### config.mk
export PLATFORM = sky130hd
export DESIGN_NAME = rx_err_status
export DESIGN_NICKNAME = d
export VERILOG_FILES = /design/src/rtl/rx_err_pkg.sv /design/src/rtl/rx_frame_check.sv /design/src/rtl/rx_occ_fsm.sv /design/src/rtl/rx_err_bit.sv /design/src/rtl/rx_err_status.sv
export SDC_FILE = /design/constraint.sdc
export NUM_CORES = 1
export LEC_CHECK = 0
export ABC_AREA = 0
export CAP_MARGIN = 0
export CORE_AREA = 3 3 40 42
export DETAILED_ROUTE_END_ITERATION = 7
export DIE_AREA = 0 0 43 45
export GPL_TIMING_DRIVEN = 0
export PLACE_DENSITY = 0.72
export SYNTH_ARGS = -nofsm -noshare
export SYNTH_HDL_FRONTEND = slang
export SYNTH_SLANG_ARGS = --single-unit
### constraint.sdc
create_clock -name clk -period 2.15 [get_ports clk]
set_input_delay 0.3225 -clock clk [delete_from_list [all_inputs] [get_ports clk]]
set_output_delay 0.3225 -clock clk [all_outputs]
set_load 0.05 [all_outputs]
### src/rtl/rx_err_pkg.sv
package rx_err_pkg;

    typedef enum logic [1:0] {
        OCC_OFF   = 2'd0,
        OCC_EMPTY = 2'd1,
        OCC_FULL  = 2'd2,
        OCC_OVR   = 2'd3
    } occ_state_t;

    localparam int STAT_W    = 8;
    localparam int BIT_OVR   = 4;
    localparam int BIT_PAR   = 5;
    localparam int BIT_FRM   = 6;
    localparam int BIT_ESUM  = 7;
    localparam int NUM_ERR   = 2;   // per-frame error kinds handled by flag bits
    localparam int IDX_PAR   = 0;
    localparam int IDX_FRM   = 1;

endpackage

### src/rtl/rx_frame_check.sv
module rx_frame_check #(
    parameter int LEN_W = 4
) (
    input  logic             par_en,
    input  logic             par_odd,
    input  logic [LEN_W-1:0] data_len,
    input  logic             rx_data_xor,
    input  logic             rx_par_bit,
    input  logic [LEN_W-1:0] rx_bit_cnt,
    output logic             par_mismatch,
    output logic             len_mismatch
);

    logic [LEN_W-1:0] expect_cnt;

    always_comb begin
        // even parity: data ones plus parity bit must be even
        par_mismatch = par_en & (rx_data_xor ^ rx_par_bit ^ par_odd);
        expect_cnt   = data_len + LEN_W'(par_en);
        len_mismatch = (rx_bit_cnt != expect_cnt);
    end

endmodule

### src/rtl/rx_occ_fsm.sv
module rx_occ_fsm
    import rx_err_pkg::*;
(
    input  logic clk,
    input  logic rst_n,
    input  logic rx_en,
    input  logic frame_done,
    input  logic ovr_hint,
    input  logic rd_lo,
    output logic accepting,
    output logic ovr_pending,
    output logic ovr_next
);

    occ_state_t state_q;
    occ_state_t state_d;

    always_ff @(posedge clk or negedge rst_n) begin
        if (!rst_n) begin
            state_q <= OCC_OFF;
        end else begin
            state_q <= state_d;
        end
    end

    always_comb begin
        state_d = state_q;
        if (!rx_en) begin
            state_d = OCC_OFF;
        end else begin
            unique case (state_q)
                OCC_OFF: begin
                    state_d = OCC_EMPTY;
                end
                OCC_EMPTY: begin
                    if (frame_done) begin
                        state_d = ovr_hint ? OCC_OVR : OCC_FULL;
                    end
                end
                OCC_FULL: begin
                    if (frame_done) begin
                        state_d = (ovr_hint || !rd_lo) ? OCC_OVR : OCC_FULL;
                    end else if (rd_lo) begin
                        state_d = OCC_EMPTY;
                    end
                end
                OCC_OVR: begin
                    state_d = OCC_OVR;
                end
                default: begin
                    state_d = OCC_OFF;
                end
            endcase
        end
    end

    always_comb begin
        accepting   = (state_q != OCC_OFF);
        ovr_pending = (state_q == OCC_OVR);
        ovr_next    = (state_d == OCC_OVR);
    end

endmodule

### src/rtl/rx_err_bit.sv
module rx_err_bit #(
    parameter bit BLOCK_ON_OVR = 1'b0
) (
    input  logic clk,
    input  logic rst_n,
    input  logic enable,
    input  logic set_evt,
    input  logic rd_lo,
    input  logic ovr_pending,
    output logic flag_q,
    output logic flag_d
);

    logic rd_clears;

    always_comb begin
        rd_clears = rd_lo & ~(BLOCK_ON_OVR & ovr_pending);
        if (!enable) begin
            flag_d = 1'b0;
        end else if (set_evt) begin
            flag_d = 1'b1;          // setting beats a same-cycle read
        end else if (rd_clears) begin
            flag_d = 1'b0;
        end else begin
            flag_d = flag_q;
        end
    end

    always_ff @(posedge clk or negedge rst_n) begin
        if (!rst_n) begin
            flag_q <= 1'b0;
        end else begin
            flag_q <= flag_d;
        end
    end

endmodule

### src/rtl/rx_err_status.sv
module rx_err_status
    import rx_err_pkg::*;
#(
    parameter int LEN_W = 4
) (
    input  logic             clk,
    input  logic             rst_n,
    input  logic             uart_mode,
    input  logic             par_en,
    input  logic             par_odd,
    input  logic [LEN_W-1:0] data_len,
    input  logic             rx_en,
    input  logic             frame_done,
    input  logic             rx_data_xor,
    input  logic             rx_par_bit,
    input  logic [LEN_W-1:0] rx_bit_cnt,
    input  logic             ovr_hint,
    input  logic             rd_lo,
    output logic [7:0]       status
);

    logic               par_mismatch;
    logic               len_mismatch;
    logic               accepting;
    logic               ovr_pending;
    logic               ovr_next;
    logic               frame_ok;
    logic [NUM_ERR-1:0] err_set;
    logic [NUM_ERR-1:0] err_q;
    logic [NUM_ERR-1:0] err_d;
    logic               esum_q;

    rx_frame_check #(.LEN_W(LEN_W)) u_check (
        .par_en       (par_en),
        .par_odd      (par_odd),
        .data_len     (data_len),
        .rx_data_xor  (rx_data_xor),
        .rx_par_bit   (rx_par_bit),
        .rx_bit_cnt   (rx_bit_cnt),
        .par_mismatch (par_mismatch),
        .len_mismatch (len_mismatch)
    );

    rx_occ_fsm u_occ (
        .clk         (clk),
        .rst_n       (rst_n),
        .rx_en       (rx_en),
        .frame_done  (frame_done),
        .ovr_hint    (ovr_hint),
        .rd_lo       (rd_lo),
        .accepting   (accepting),
        .ovr_pending (ovr_pending),
        .ovr_next    (ovr_next)
    );

    always_comb begin
        frame_ok         = frame_done & rx_en & accepting;
        err_set[IDX_PAR] = frame_ok & par_mismatch;
        err_set[IDX_FRM] = frame_ok & len_mismatch;
    end

    for (genvar g = 0; g < NUM_ERR; g++) begin : g_err
        // parity stays through a read while overrun is pending; framing does not
        localparam bit BLOCK = (g == IDX_PAR);
        rx_err_bit #(.BLOCK_ON_OVR(BLOCK)) u_bit (
            .clk         (clk),
            .rst_n       (rst_n),
            .enable      (rx_en & uart_mode),
            .set_evt     (err_set[g]),
            .rd_lo       (rd_lo),
            .ovr_pending (ovr_pending),
            .flag_q      (err_q[g]),
            .flag_d      (err_d[g])
        );
    end

    always_ff @(posedge clk or negedge rst_n) begin
        if (!rst_n) begin
            esum_q <= 1'b0;
        end else begin
            esum_q <= ovr_next | (|err_d);
        end
    end

    always_comb begin
        status           = '0;
        status[BIT_OVR]  = ovr_pending;
        status[BIT_PAR]  = err_q[IDX_PAR];
        status[BIT_FRM]  = err_q[IDX_FRM];
        status[BIT_ESUM] = esum_q;
    end

endmodule

==> flow_summary.ini <==
[cts]
cts.reportedPaths.clkPinSlew_ns = 0.04
ctsRootBufferMaster = clkbuf_4
cts_buffers = 3
hold_buffers = 0
cts_sinks = 5
clockBufferDepth = 2
clock_latency_ns = 0.24
cts_tree = done
ctsHtreeMaxLevel = 1

[logic_synthesis]
synth-edff-count = 0
ys_seq_area_share_pct = 28.8
synth.distinct_cells = 23
synth-seq-cells = 5
synth_area_per_cell_um2 = 8.86
synth_top_area_share_pct = 28.8
synthesis.instances = 49
synthArstFlopShare_pct = 100
synth_commonest_cells = buf_4 (8), dfrtp_1 (5), o21ai_0 (4), xnor2_1 (4), xor2_1 (4)
mappedNetlistArea_um2 = 434
synth_area_leaders = dfrtp_1 (29%), buf_4 (14%), xnor2_1 (8.1%), xor2_1 (8.1%), ha_1 (5.8%)
yosysTopAreaCell = dfrtp_1
synth_most_common_cell = buf_4
synthFlopType = dfrtp_1
ys_warn_count = 0

[setup_path]
regToRegSetupSlack_ns = 0.88
crit_path_end_kind = register
cp.arrival_ns = 1.95
crit_type = in -> reg
cp_slowest_stage_delay_ns = 0.43
cpMaxStageDelayCell = clkdlybuf4s50_1
cp-start-kind = primary input
path_common_cell = ha_1
path_cells = clkdlybuf4s50_1 -> ha_1 -> ha_1 -> xor2_1 -> nor3_1 -> a31oi_1 -> a211o_1
crit_required_ns = 2.27
cp_max_fo = 2

[power]
peakVddDrop_mv = 0.168
seqPwrFrac_pct = 30.6
p_comb_share_pct = 37.3
power_density_nw_per_um2 = 476
swShare_pct = 30.7
p_int_uw = 235
leakagePower_uw = 0.000337
p_sw_uw = 104
clkPwrFrac_pct = 32.0

[die]
die_x_um = 43
rows = 13
die_h_um = 45
boundaryPins = 27
die_area_um2 = 1940
core_region_area_um2 = 1280
initial_core_util_pct = 33.8

[cells_and_area]
area_growth_pct = 64.3
drive_gt1_share_pct = 16.7
diodes = 0
n_fill_cell = 137
finalNetCount = 100

[timing]
relSlewSlack_pct = 66.7
setup_ws_ns = 0.321
clock.fmax_mhz = 547
whs_ns = 0.294
post-route-period-util_pct = 85.1
setup-violations-final = 0
tns_ns = 0
rsz0062_at_grt = false
skew_ns = 0.000942
layout_min_cycle_time_ns = 1.83
final_hold_viol_count = 0
worst_slew_pin_slew_ns = 0.498
slew_viol_final = 0

[detailed_routing]
drc = 0
vias = 424
post_drt_wl_per_cell_um = 9.31
drt-initial-drc-count = 2
drt_pre_antenna_iters = 2
routed_wl_um = 866
ant_nets = 0
vias_per_cell = 4.56

[global_routing]
grt_usage_pct = 10.0
grt_pass1_wl_um = 1390
grt_max_degree = 9
antenna_found_initial = 0
grt_pass1_vias = 391
grt.overflow.total = 0

[placement]
gp_congestion = 0.709
io_buffers = 22
dp_slack_ns = 0.0429
dp.final_hpwl_um = 779

[hold_path]
hold_class = in -> async

[flow_run]
maxCapViolations = 0

[outcome]
status = finished, final reports clean
==> worst max-delay path, delay by kind of cell <==
kind | cells | cell delay [ns]
simple gates | 1 | 0.12
fa+ha+maj | 2 | 0.52
xor+xnor | 1 | 0.16
compound gates | 2 | 0.40
buf+inv | 1 | 0.43
==> cell usage in the layout (no fill, tap or decap), drive strengths merged <==
cell type      synthesis  layout
o21a                   1       1
o22ai                  1       1
nor3                   1       1
or3                    1       1
a21oi                  2       2
conb                   1       4
and2                   1       1
nand4                  1       1
clkdlybuf4s50          0      21
dlymetal6s2s           0       1
buf                    8       8
xnor2                  4       4
nand3                  2       2
o41ai                  1       1
dfrtp                  5       5
o211ai                 2       2
nor2b                  1       1
xor2                   4       4
o21ai                  4       4
nor2                   1       1
inv                    3       3
ha                     2       2
a31oi                  2       2
clkbuf                 0       4
a211o                  1       1
==> kinds of logic (layout without fill, tap and decap cells) <==
logic type      after synthesis  after routing  synth area share (%)
compound gates               14             14                  21.6
buf+inv                      11             37                  16.4
xor+xnor                      8              8                  16.1
simple gates                  8              8                  10.4
flops                         5              5                  28.8
fa+ha+maj                     2              2                  5.76
other cells                   1              4                 0.864
==> power by group through the flow <==
stage | combinational, uW | sequential [uW] | clock (uW)
6_report | 127 | 104 | 109
5_1_grt | 137 | 105 | 121
4_1_cts | 128 | 104 | 113
3_5_place_dp | 128 | 106 | 0
3_3_place_gp | 126 | 105 | 0
2_1_floorplan | 75.6 | 104 | 0
==> through the flow <==
stage | util [%] | power (uW) | instance area (um^2) | std cells
6_report | 55.5 | 340 | 713 | 93
5_1_grt | 55.5 | 364 | 713 | 93
4_1_cts | 55.3 | 345 | 711 | 93
3_5_place_dp | 53.3 | 234 | 684 | 89
3_3_place_gp | 53.3 | 231 | 684 | 89
2_1_floorplan | - | 180 | 445 | 52
==> flip-flops by register name (all words and copies together) (netlist names) <==
register	count
esum_q	1
u_occ.state_q	2
g_err.u_bit.flag_q	2
==> metal layers <==
| layer | track usage (%) | wire [um] | vias up | part of all wire [%] |
|---|---|---|---|---|
| met4 | 12.7 | 28 | 0 | 3.2 |
| met2 | 16.8 | 418 | 23 | 48 |
| met5 | 0 | 0 | - | 0 |
| met3 | 0.398 | 64 | 3 | 7.4 |
| li1 | - | - | 219 | - |
| met1 | 10.2 | 355 | 179 | 41 |
==> timing repair <==
action	CTS	global route
endpoints found under the setup margin	0	1
gates resized for setup	0	1
setup buffers	0	0
==> path summary, 6_finish.rpt <==
kind	startpoint	end	cells past startpoint
setup / recovery	par_en	esum_q	7
hold / removal	rst_n	g_err[1].u_bit.flag_q	1
setup reg to reg	u_occ.state_q[1]	esum_q	4
hold reg to reg	g_err[0].u_bit.flag_q	g_err[0].u_bit.flag_q	2
max in group asynchronous	rst_n	u_occ.state_q[0]	1
min in group clk	g_err[0].u_bit.flag_q	g_err[0].u_bit.flag_q	2
==> layout make-up <==
class,instances,area (um^2),area share [%]
clock buffer,4,26.3,3.68
multi-input combinational,36,249,34.9
timing repair buffer,22,223,31.2
sequential,5,125,17.5
buffer,8,60.1,8.42
tap,15,18.8,2.63
inverter,3,11.3,1.58
Power figures use the tool's default switching activity.
